### config.mk
export PLATFORM = sky130hd
export DESIGN_NAME = stk_unit
export DESIGN_NICKNAME = d
export VERILOG_FILES = /design/src/rtl/stk_unit_pkg.sv /design/src/rtl/stk_mem.sv /design/src/rtl/stk_ctrl.sv /design/src/rtl/stk_unit.sv
export SDC_FILE = /design/constraint.sdc
export NUM_CORES = 1
export LEC_CHECK = 0
export CAP_MARGIN = 20
export CELL_PAD_IN_SITES_DETAIL_PLACEMENT = 2
export CELL_PAD_IN_SITES_GLOBAL_PLACEMENT = 2
export CORE_ASPECT_RATIO = 0.9
export CORE_MARGIN = 5
export CORE_UTILIZATION = 47
export DETAILED_ROUTE_END_ITERATION = 7
export DONT_BUFFER_PORTS = 1
export PLACE_DENSITY = 0.9
export SLEW_MARGIN = 20
export SYNTH_ARGS = -nofsm -noshare
export SYNTH_HDL_FRONTEND = slang
export SYNTH_SLANG_ARGS = --single-unit
### constraint.sdc
create_clock -name clk -period 6.5 [get_ports clk]
set_input_delay 0.975 -clock clk [delete_from_list [all_inputs] [get_ports clk]]
set_output_delay 0.975 -clock clk [all_outputs]
set_load 0.02 [all_outputs]
### src/rtl/stk_unit_pkg.sv
package stk_unit_pkg;
  typedef enum logic [2:0] {
    OP_NOP  = 3'd0,
    OP_PUSH = 3'd1,
    OP_POP  = 3'd2,
    OP_MARK = 3'd3,
    OP_CALL = 3'd4,
    OP_RET  = 3'd5
  } stk_op_e;
endpackage

### src/rtl/stk_mem.sv
module stk_mem #(
  parameter int DATA_W = 16,
  parameter int DEPTH  = 32,
  localparam int IDX_W = $clog2(DEPTH)
) (
  input  logic              clk,
  input  logic              wa_en,
  input  logic [IDX_W-1:0]  wa_idx,
  input  logic [DATA_W-1:0] wa_dat,
  input  logic              wb_en,
  input  logic [IDX_W-1:0]  wb_idx,
  input  logic [DATA_W-1:0] wb_dat,
  input  logic [IDX_W-1:0]  ra_idx,
  output logic [DATA_W-1:0] ra_dat,
  input  logic [IDX_W-1:0]  rb_idx,
  output logic [DATA_W-1:0] rb_dat
);
  logic [DATA_W-1:0] cells [DEPTH];

  for (genvar g = 0; g < DEPTH; g++) begin : g_cell
    always_ff @(posedge clk) begin
      if (wa_en && wa_idx == IDX_W'(g))      cells[g] <= wa_dat;
      else if (wb_en && wb_idx == IDX_W'(g)) cells[g] <= wb_dat;
    end
  end

  assign ra_dat = cells[ra_idx];
  assign rb_dat = cells[rb_idx];

  // Write ports never collide when the controller behaves.
  always @(posedge clk) begin
    if (wa_en && wb_en)
      a_no_port_clash_r6: assert (wa_idx != wb_idx)
        else $error("write ports collide");
  end
endmodule

### src/rtl/stk_ctrl.sv
module stk_ctrl
  import stk_unit_pkg::*;
#(
  parameter int DATA_W = 16,
  parameter int DEPTH  = 32,
  localparam int IDX_W = $clog2(DEPTH),
  localparam int SP_W  = $clog2(DEPTH + 1)
) (
  input  logic              clk,
  input  logic              rst_n,
  input  logic [2:0]        op_i,
  input  logic [DATA_W-1:0] operand_i,
  input  logic [DATA_W-1:0] pc_i,
  input  logic [DATA_W-1:0] target_i,
  // storage side
  output logic              wa_en,
  output logic [IDX_W-1:0]  wa_idx,
  output logic [DATA_W-1:0] wa_dat,
  output logic              wb_en,
  output logic [IDX_W-1:0]  wb_idx,
  output logic [DATA_W-1:0] wb_dat,
  output logic [IDX_W-1:0]  ra_idx,
  input  logic [DATA_W-1:0] ra_dat,
  output logic [IDX_W-1:0]  rb_idx,
  input  logic [DATA_W-1:0] rb_dat,
  // events and results
  output logic              pop_ok,
  output logic              underflow_evt,
  output logic              overflow_evt,
  output logic [DATA_W-1:0] pc_nxt,
  output logic [SP_W-1:0]   sp_q,
  output logic [SP_W-1:0]   fp_q
);
  localparam logic [SP_W-1:0] EMPTY = SP_W'(DEPTH);

  function automatic logic has_room(input logic [SP_W-1:0] sp, input int need);
    return int'(sp) >= need;
  endfunction

  function automatic logic [DATA_W-1:0] ret_addr(input logic [DATA_W-1:0] pc);
    return pc + DATA_W'(1);
  endfunction

  logic is_push, is_pop, is_mark, is_call, is_ret;
  logic push_ok, push_ovf, pop_unf, mark_ok, mark_ovf;
  logic has_frame, call_ok, ret_ok, frame_err;
  logic [SP_W-1:0] sp_d, fp_d, sp_m1, sp_m2;

  assign is_push = op_i == OP_PUSH;
  assign is_pop  = op_i == OP_POP;
  assign is_mark = op_i == OP_MARK;
  assign is_call = op_i == OP_CALL;
  assign is_ret  = op_i == OP_RET;

  assign sp_m1 = sp_q - SP_W'(1);
  assign sp_m2 = sp_q - SP_W'(2);

  assign push_ok   = is_push && has_room(sp_q, 1);
  assign push_ovf  = is_push && !has_room(sp_q, 1);
  assign pop_ok    = is_pop && sp_q != EMPTY;
  assign pop_unf   = is_pop && sp_q == EMPTY;
  assign mark_ok   = is_mark && has_room(sp_q, 2);
  assign mark_ovf  = is_mark && !has_room(sp_q, 2);
  assign has_frame = fp_q != EMPTY;
  assign call_ok   = is_call && has_frame;
  assign ret_ok    = is_ret && has_frame;
  assign frame_err = (is_call || is_ret) && !has_frame;

  assign underflow_evt = pop_unf || frame_err;
  assign overflow_evt  = push_ovf || mark_ovf;

  // Read port A: top of stack for a pop, reserved slot otherwise.
  assign ra_idx = is_pop ? IDX_W'(sp_q) : IDX_W'(fp_q);
  // Read port B: saved frame pointer just below the reserved slot.
  assign rb_idx = IDX_W'(fp_q + SP_W'(1));

  always_comb begin
    wa_en  = 1'b0;
    wa_idx = IDX_W'(sp_m1);
    wa_dat = operand_i;
    wb_en  = 1'b0;
    wb_idx = IDX_W'(sp_m2);
    wb_dat = '0;
    if (push_ok) begin
      wa_en = 1'b1;
    end else if (mark_ok) begin
      wa_en  = 1'b1;
      wa_dat = DATA_W'(fp_q);
      wb_en  = 1'b1;
    end else if (call_ok) begin
      wa_en  = 1'b1;
      wa_idx = IDX_W'(fp_q);
      wa_dat = ret_addr(pc_i);
    end
  end

  always_comb begin
    sp_d   = sp_q;
    fp_d   = fp_q;
    pc_nxt = ret_addr(pc_i);
    if (push_ok) sp_d = sp_m1;
    if (pop_ok)  sp_d = sp_q + SP_W'(1);
    if (mark_ok) begin
      sp_d = sp_m2;
      fp_d = sp_m2;
    end
    if (call_ok) pc_nxt = target_i;
    if (ret_ok) begin
      sp_d   = fp_q + SP_W'(2);
      fp_d   = SP_W'(rb_dat);
      pc_nxt = ra_dat;
    end
  end

  always_ff @(posedge clk or negedge rst_n) begin
    if (!rst_n) begin
      sp_q <= EMPTY;
      fp_q <= EMPTY;
    end else begin
      sp_q <= sp_d;
      fp_q <= fp_d;
    end
  end

  p_sp_range_r4: assert property (@(posedge clk) disable iff (!rst_n)
    sp_q <= EMPTY);

  p_push_sp_r2: assert property (@(posedge clk) disable iff (!rst_n)
    push_ok |=> sp_q == $past(sp_q) - SP_W'(1));

  p_no_overflow_r3: assert property (@(posedge clk) disable iff (!rst_n)
    overflow_evt |=> $stable(sp_q) && $stable(fp_q));

  p_mark_sp_r6: assert property (@(posedge clk) disable iff (!rst_n)
    mark_ok |=> sp_q == $past(sp_q) - SP_W'(2) && fp_q == sp_q);

  p_call_sp_r7: assert property (@(posedge clk) disable iff (!rst_n)
    call_ok |=> $stable(sp_q) && $stable(fp_q));

  p_ret_sp_r9: assert property (@(posedge clk) disable iff (!rst_n)
    ret_ok |=> sp_q == $past(fp_q) + SP_W'(2));

  p_frame_err_r11: assert property (@(posedge clk) disable iff (!rst_n)
    frame_err |=> $stable(sp_q));
endmodule

### src/rtl/stk_unit.sv
module stk_unit
  import stk_unit_pkg::*;
#(
  parameter int DATA_W = 16,
  parameter int DEPTH  = 32,
  localparam int IDX_W = $clog2(DEPTH),
  localparam int SP_W  = $clog2(DEPTH + 1)
) (
  input  logic              clk,
  input  logic              rst_n,
  input  logic [2:0]        op_i,
  input  logic [DATA_W-1:0] operand_i,
  input  logic [DATA_W-1:0] pc_i,
  input  logic [DATA_W-1:0] target_i,
  output logic [DATA_W-1:0] pop_data_o,
  output logic              pop_valid_o,
  output logic [DATA_W-1:0] next_pc_o,
  output logic [SP_W-1:0]   sp_o,
  output logic              underflow_o,
  output logic              overflow_o
);
  logic              wa_en, wb_en;
  logic [IDX_W-1:0]  wa_idx, wb_idx, ra_idx, rb_idx;
  logic [DATA_W-1:0] wa_dat, wb_dat, ra_dat, rb_dat;
  logic              pop_ok, underflow_evt, overflow_evt;
  logic [DATA_W-1:0] pc_nxt;
  logic [SP_W-1:0]   sp_q, fp_q;

  stk_mem #(.DATA_W(DATA_W), .DEPTH(DEPTH)) u_mem (
    .clk   (clk),
    .wa_en (wa_en),  .wa_idx(wa_idx), .wa_dat(wa_dat),
    .wb_en (wb_en),  .wb_idx(wb_idx), .wb_dat(wb_dat),
    .ra_idx(ra_idx), .ra_dat(ra_dat),
    .rb_idx(rb_idx), .rb_dat(rb_dat)
  );

  stk_ctrl #(.DATA_W(DATA_W), .DEPTH(DEPTH)) u_ctrl (
    .clk          (clk),
    .rst_n        (rst_n),
    .op_i         (op_i),
    .operand_i    (operand_i),
    .pc_i         (pc_i),
    .target_i     (target_i),
    .wa_en        (wa_en),  .wa_idx(wa_idx), .wa_dat(wa_dat),
    .wb_en        (wb_en),  .wb_idx(wb_idx), .wb_dat(wb_dat),
    .ra_idx       (ra_idx), .ra_dat(ra_dat),
    .rb_idx       (rb_idx), .rb_dat(rb_dat),
    .pop_ok       (pop_ok),
    .underflow_evt(underflow_evt),
    .overflow_evt (overflow_evt),
    .pc_nxt       (pc_nxt),
    .sp_q         (sp_q),
    .fp_q         (fp_q)
  );

  always_ff @(posedge clk or negedge rst_n) begin
    if (!rst_n) begin
      pop_data_o  <= '0;
      pop_valid_o <= 1'b0;
      next_pc_o   <= '0;
      underflow_o <= 1'b0;
      overflow_o  <= 1'b0;
    end else begin
      pop_data_o  <= pop_ok ? ra_dat : '0;
      pop_valid_o <= pop_ok;
      next_pc_o   <= pc_nxt;
      underflow_o <= underflow_evt;
      overflow_o  <= overflow_evt;
    end
  end

  assign sp_o = sp_q;

  p_flags_excl_r5: assert property (@(posedge clk) disable iff (!rst_n)
    $onehot0({pop_valid_o, underflow_o, overflow_o}));

  p_underflow_nodata_r5: assert property (@(posedge clk) disable iff (!rst_n)
    underflow_o |-> pop_data_o == '0);

  p_call_target_r7: assert property (@(posedge clk) disable iff (!rst_n)
    (op_i == OP_CALL && fp_q != SP_W'(DEPTH)) |=> next_pc_o == $past(target_i));

  p_idle_pc_r12: assert property (@(posedge clk) disable iff (!rst_n)
    (op_i == OP_NOP) |=> next_pc_o == $past(pc_i) + DATA_W'(1) && $stable(sp_o));
endmodule

==> flow_summary.json, run 1 <==
{
  "core_um2": 59880,
  "cpMaxStageDelayCell": "nor3_1",
  "firstDrtPassIters": 6,
  "stdcell_area_um2": 32090,
  "criticalPathCategory": "register to register",
  "drtIter0Drc": 4409,
  "die_height_um": 243.3,
  "yosysWarnings": 0,
  "cts.repair.resized": 0,
  "multi_input_area_um2": 11640,
  "die_x_um": 269.2,
  "yosys.area.top_type_share_pct": 52.42,
  "cts-root-buf": "clkbuf_16",
  "synth_edf_count": 496,
  "final_core_util_pct": 53.60,
  "hold_viol": 0,
  "place_congestion": 0.9491,
  "worst_slew_pin_slew_ps": 1243,
  "synth_area_um2": 28410,
  "ios": 94,
  "grt_max_degree": 154,
  "nNetsFinal": 2585,
  "synth_fp_nets": 2669,
  "irDropWorstVdd_uv": 288.6,
  "ys_seq_area_share_pct": 57.70,
  "fin_skew_ps": 33.48,
  "dp_hpwl_um": 84660,
  "maxSlewHeadroom_pct": 16.50,
  "crit_start": "u_ctrl.sp_q[1]",
  "grt_pass1_wl_um": 202400,
  "grt_pass1_vias": 26630,
  "p_per_area_nw_per_um2": 471.0,
  "synth_ff_type": "edfxtp_1",
  "synth_cells": 2604,
  "synth.area.top_cells": "edfxtp_1 (52%), o21ai_0 (6.4%), nand2_1 (4.8%)",
  "min_path_type": "primary input to asynchronous set/reset pin",
  "postCtsHoldBufs": 1,
  "slew_viol_final": 0,
  "slowest_delay_ps": 1160,
  "viasPerCell": 7.739,
  "path_delay_family": "simple AND/OR/NAND/NOR gates",
  "ant_nets": 0,
  "hold_ws_ps": 8.564,
  "clock_latency_ps": 690,
  "ys_seq_elements": 559,
  "tns_ps": 0,
  "fmax_mhz": 184.9,
  "initial_core_util_pct": 47.45,
  "fillerInstances": 5590,
  "row_count": 85,
  "setup_viol": 0,
  "rsz0062_at_grt": "false",
  "worstPathArrival_ps": 5740,
  "placed_area_um2": 29700,
  "cts_tree": "done",
  "cts_buffers": 60,
  "yosysUniqueCellTypes": 71,
  "r2r-start": "u_ctrl.sp_q[1]",
  "num_vias": 25990,
  "status": "finished, final reports clean",
  "synthArstFlopShare_pct": 8.408,
  "cp-start-kind": "register",
  "drv_cap": 0,
  "fin_crit_ps": 5408,
  "drc": 0,
  "path_clk_slew_ps": 70,
  "synth_commonest_cells": "edfxtp_1 (496), nand2_1 (366), o21ai_0 (362), nor2_1 (251), clkbuf_1 (190)",
  "period_share_pct": 83.20,
  "r2r_slack_ps": 1090,
  "seq_area_um2": 16400,
  "required_ps": 6830,
  "crit_buf_inv": 1,
  "path_cells": "inv_1 -> ha_1 -> or2_2 -> o21ai_0 -> nand2b_1 -> o21ai_0 -> nand2b_1 -> nor3_1 -> nor2_1",
  "cts_sinks": 559,
  "power.leakage_nw": 10.87,
  "dp_cells": 3231,
  "drt-total-wl_um": 148100,
  "finalNonFillerCells": 3359,
  "avgSynthCellArea_um2": 10.91,
  "synthMostInstantiatedCell": "edfxtp_1",
  "grt_usage_pct": 42.48,
  "htreeDepth": 2,
  "wl_per_cell_um": 44.09,
  "antenna_found_initial": 3,
  "postCtsSetupBuffers": 0,
  "drive_gt1_share_pct": 14.07,
  "grt-ovfl-total": 0,
  "syn_to_final_growth_pct": 12.94,
  "endpoint_kind": "register",
  "synth_top_area_cell": "edfxtp_1",
  "critPathMaxFanout": 18,
  "port_buffers": 0,
  "clock_path_buffers": 3,
  "dieArea_um2": 65480
}
-- flip-flops by register name, indices dropped and copies added, names as in the netlist --
name         flops
u_ctrl.fp_q      6
pop_valid_o      1
pop_data_o      16
overflow_o       1
u_mem.cells    512
underflow_o      1
next_pc_o       16
u_ctrl.sp_q      6
-- power breakdown --
part,internal [W],switching [W]
Combinational,0.00184,0.00468
Sequential,0.00439,0.000353
Clock,0.00216,0.00170
-- through the flow --
stage               power (W)  setup WS, ps
CTS                   0.01456          1815
detailed placement    0.01055          1830
finish                0.01512          1092
floorplan            0.008042          2517
global route          0.01520          1302
global placement      0.01012          1576
-- worst paths after layout --
| check | end | depth (start not counted) |
|---|---|---|
| max in group asynchronous | pop_data_o[14] | 1 |
| min in group clk | overflow_o | 1 |
| worst min register to register | u_mem.cells[16][3] | 2 |
| worst max register to register | u_mem.cells[4][0] | 9 |
| worst min-delay path | u_ctrl.fp_q[3] | 0 |
| worst max-delay path | u_mem.cells[4][0] | 9 |
-- cell families after synthesis --
group / after synthesis / share of synthesized area [%]
XOR/XNOR: 28 / 0.8631
AO/OA/AOI/OAI: 614 / 13.07
AND/OR/NAND/NOR: 929 / 14.48
adder cells (fa/ha/maj): 12 / 0.5284
flip-flops: 559 / 57.70
buffers and inverters: 269 / 3.901
multiplexers: 193 / 9.463
-- layout make-up --
class	instances	share of cell area [%]
Sequential cell	559	51.10
Inverter	22	0.2573
Tap cell	783	3.053
Timing Repair Buffer	101	2.760
Multi-Input combinational cell	1776	36.28
Clock buffer	77	5.037
Antenna cell	4	0.03119
Clock inverter	37	1.478
-- placed cells by master, fill, tap and decap left out, types with 10 or more instances in the layout --
| cell type | count |
|---|---|
| a32oi_1 | 63 |
| a21oi_1 | 56 |
| nand4_1 | 41 |
| nand3_1 | 133 |
| buf_4 | 90 |
| o21a_1 | 14 |
| a22oi_1 | 12 |
| a211oi_1 | 21 |
| a32o_1 | 12 |
| o22ai_4 | 10 |
| clkinv_2 | 16 |
| nand2b_1 | 14 |
| ha_1 | 11 |
| nand2_1 | 364 |
| clkbuf_1 | 13 |
| mux4_2 | 60 |
| edfxtp_1 | 496 |
| inv_1 | 20 |
| nor3_1 | 37 |
| dfxtp_1 | 16 |
| nor2_1 | 246 |
| bufinv_16 | 10 |
| dfrtp_1 | 43 |
| clkbuf_16 | 61 |
| clkinv_1 | 11 |
| mux2i_1 | 128 |
| o21ai_0 | 346 |
| and2_1 | 15 |
| o21ai_4 | 12 |
-- per-layer routing --
layer / vias up / GRT usage, % / wire, um
met5: - / 0 / 54
met4: 6 / 29.81 / 14620
met3: 916 / 12.47 / 17720
met2: 2431 / 67.50 / 66580
met1: 13130 / 49.84 / 49140
li1: 9512 / - / -
Note: power is estimated with default switching activity, not from simulation.
==> inputs of run 2 (changes only) <==
ABC_AREA = 1   (was not set)
CORE_UTILIZATION = 40   (was 47)
PLACE_DENSITY = 0.85   (was 0.9)
clock period = 5.4 ns   (was 6.5 ns; I/O delays follow)
==> flow_summary.json, run 2 <==
{
  "syn_to_final_growth_pct": 10.13,
  "ys_seq_area_share_pct": 53.52,
  "yosys.area.top_type_share_pct": 48.63,
  "tns_ps": 0,
  "top_register": "u_mem.cells",
  "finalNonFillerCells": 4607,
  "grt_pass1_wl_um": 194000,
  "initial_core_util_pct": 40.29,
  "viasPerCell": 6.047,
  "maxSlewHeadroom_pct": 14.70,
  "r2r_cells": 14,
  "synth_commonest_cells": "nand2_1 (785), nand3_1 (606), edfxtp_1 (496), inv_1 (490), o21ai_0 (280)",
  "ios": 94,
  "synthArstFlopShare_pct": 8.408,
  "p_per_area_nw_per_um2": 556.2,
  "firstDrtPassIters": 6,
  "grt_max_degree": 137,
  "critPathMaxFanout": 64,
  "synth_top_area_cell": "edfxtp_1",
  "reg_top3": "u_mem.cells: 512 flops, next_pc_o: 16 flops, pop_data_o: 16 flops",
  "hold_viol": 0,
  "r2r-start": "u_ctrl.sp_q[0]",
  "clock_latency_ps": 620,
  "place_congestion": 0.9057,
  "fin_skew_ps": 30.69,
  "rsz0062_at_grt": "false",
  "irDropWorstVdd_uv": 372.8,
  "postCtsSetupBuffers": 0,
  "row_count": 96,
  "slew_viol_final": 0,
  "criticalPathCategory": "register to register",
  "dp_slack_ps": 1342,
  "synth.area.top_cells": "edfxtp_1 (49%), nand3_1 (9.9%), nand2_1 (9.6%)",
  "crit_start": "u_ctrl.sp_q[0]",
  "die_x_um": 301.7,
  "dp_hpwl_um": 81940,
  "synth_area_um2": 30630,
  "num_vias": 27860,
  "worstPathArrival_ps": 4710,
  "drtIter0Drc": 2711,
  "required_ps": 5930,
  "r2r_slack_ps": 1220,
  "yosysUniqueCellTypes": 43,
  "htreeDepth": 3,
  "worst_slew_pin_slew_ps": 1270,
  "synthMostInstantiatedCell": "nand2_1",
  "postCtsHoldBufs": 1,
  "synth_cells": 3659,
  "fin_crit_ps": 4176,
  "cts_buffers": 67,
  "avgSynthCellArea_um2": 8.371,
  "drv_cap": 0,
  "drive_gt1_share_pct": 7.968,
  "port_buffers": 0,
  "clock_path_buffers": 3,
  "grt_usage_pct": 31.51,
  "grt-ovfl-total": 0,
  "synth_ff_type": "edfxtp_1",
  "ys_seq_elements": 559,
  "nNetsFinal": 3591,
  "layout_common_cells": "nand2_1 (778), nand3_1 (605), edfxtp_1 (496)",
  "antenna_found_initial": 2,
  "status": "finished, final reports clean",
  "cp-endpoint": "u_mem.cells[16][14]",
  "cts.repair.resized": 0,
  "dieArea_um2": 82220,
  "min_path_type": "primary input to asynchronous set/reset pin",
  "drt-total-wl_um": 132700,
  "worst_slack_ps": 1224,
  "cp-start-kind": "register",
  "core_um2": 76030,
  "drc": 0,
  "cts_sinks": 559,
  "die_height_um": 272.5,
  "yosysWarnings": 0,
  "ant_nets": 0,
  "hold_ws_ps": 33.55,
  "synth_fp_nets": 3724,
  "grt_pass1_vias": 29820,
  "period_share_pct": 77.33,
  "cts-root-buf": "clkbuf_16",
  "wl_per_cell_um": 28.81,
  "setup_viol": 0,
  "fmax_mhz": 239.5,
  "dp_cells": 4484,
  "synth_edf_count": 496,
  "largest_reg_flops": 512,
  "final_core_util_pct": 44.37,
  "endpoint_kind": "register",
  "path_clk_slew_ps": 60,
  "layout_commonest_cell": "nand2_1",
  "reg2reg_to": "u_mem.cells[16][14]",
  "power.leakage_nw": 14.26,
  "cts_tree": "done"
}
[run 2: cell types whose count changed after synthesis, sizes merged, moves of 40 or more]
cell and change:
nand2 +425, mux2i -128, inv +487, a32oi -61
a22o +61, mux4 -60, a21oi +101, nand3b +40
nand3 +470, buf +73, o21ai -61
[run 2: critical path: stages, from the launching register on]
cell	delay [ps]
dfrtp_1	800
inv_1	230
ha_1	260
inv_1	170
nand3_1	130
nand2_1	470
nand2_1	140
inv_2	100
buf_4	320
buf_4	670
nand2_1	140
buf_4	300
nand2_1	140
nand2_1	60
o21ai_1	90
[run 2: cells by family after synthesis]
| group | synth area share, % |
|---|---|
| simple gates | 24.36 |
| compound gates | 10.69 |
| fa+ha+maj | 0.4902 |
| buf+inv | 10.31 |
| flops | 53.52 |
| xor+xnor | 0.6291 |
[run 2: final cells by class]
class / instances / area, um2
Tap cell: 1029 / 1287
Sequential cell: 559 / 16400
Timing Repair Buffer: 86 / 777.0
Clock buffer: 100 / 1911
Fill cell: 8390 / 42300
Antenna cell: 1 / 2.502
Clock inverter: 20 / 126.4
Inverter: 508 / 1912
Multi-Input combinational cell: 2304 / 11320
[run 2: worst min path at each step]
stage	startpoint	to	slack, ps
6_report	rst_n	u_ctrl.fp_q[5]	30
4_1_cts	rst_n	u_ctrl.fp_q[5]	3
2_1_floorplan	u_mem.cells[16][2]	u_mem.cells[16][2]	450
3_3_place_gp	u_mem.cells[16][12]	u_mem.cells[16][12]	460
3_5_place_dp	u_mem.cells[16][12]	u_mem.cells[16][12]	470
5_1_grt	rst_n	u_ctrl.fp_q[5]	8
[run 2: power by group]
| group | switching [W] | total, W | internal, W |
|---|---|---|---|
| clock network | 0.00188 | 0.00438 | 0.00249 |
| logic | 0.00651 | 0.00870 | 0.00219 |
| registers | 0.000408 | 0.00569 | 0.00528 |
| total | 0.00880 | 0.0188 | 0.00996 |
[run 2: stage by stage]
step                instance area [um2]  total power [W]
detailed placement                31640          0.01413
global placement                  31610          0.01374
finish                            33730          0.01876
CTS                               33700          0.01862
floorplan                         30630          0.01072
global route                      33730          0.01949
[run 2: metal layers]
layer	track usage, %	wire length (um)	vias up
li1	-	-	11870
met1	40.45	52360	14270
met2	51.48	61770	1364
met3	6.672	11820	351
met4	14.13	6780	2
met5	0	7	-
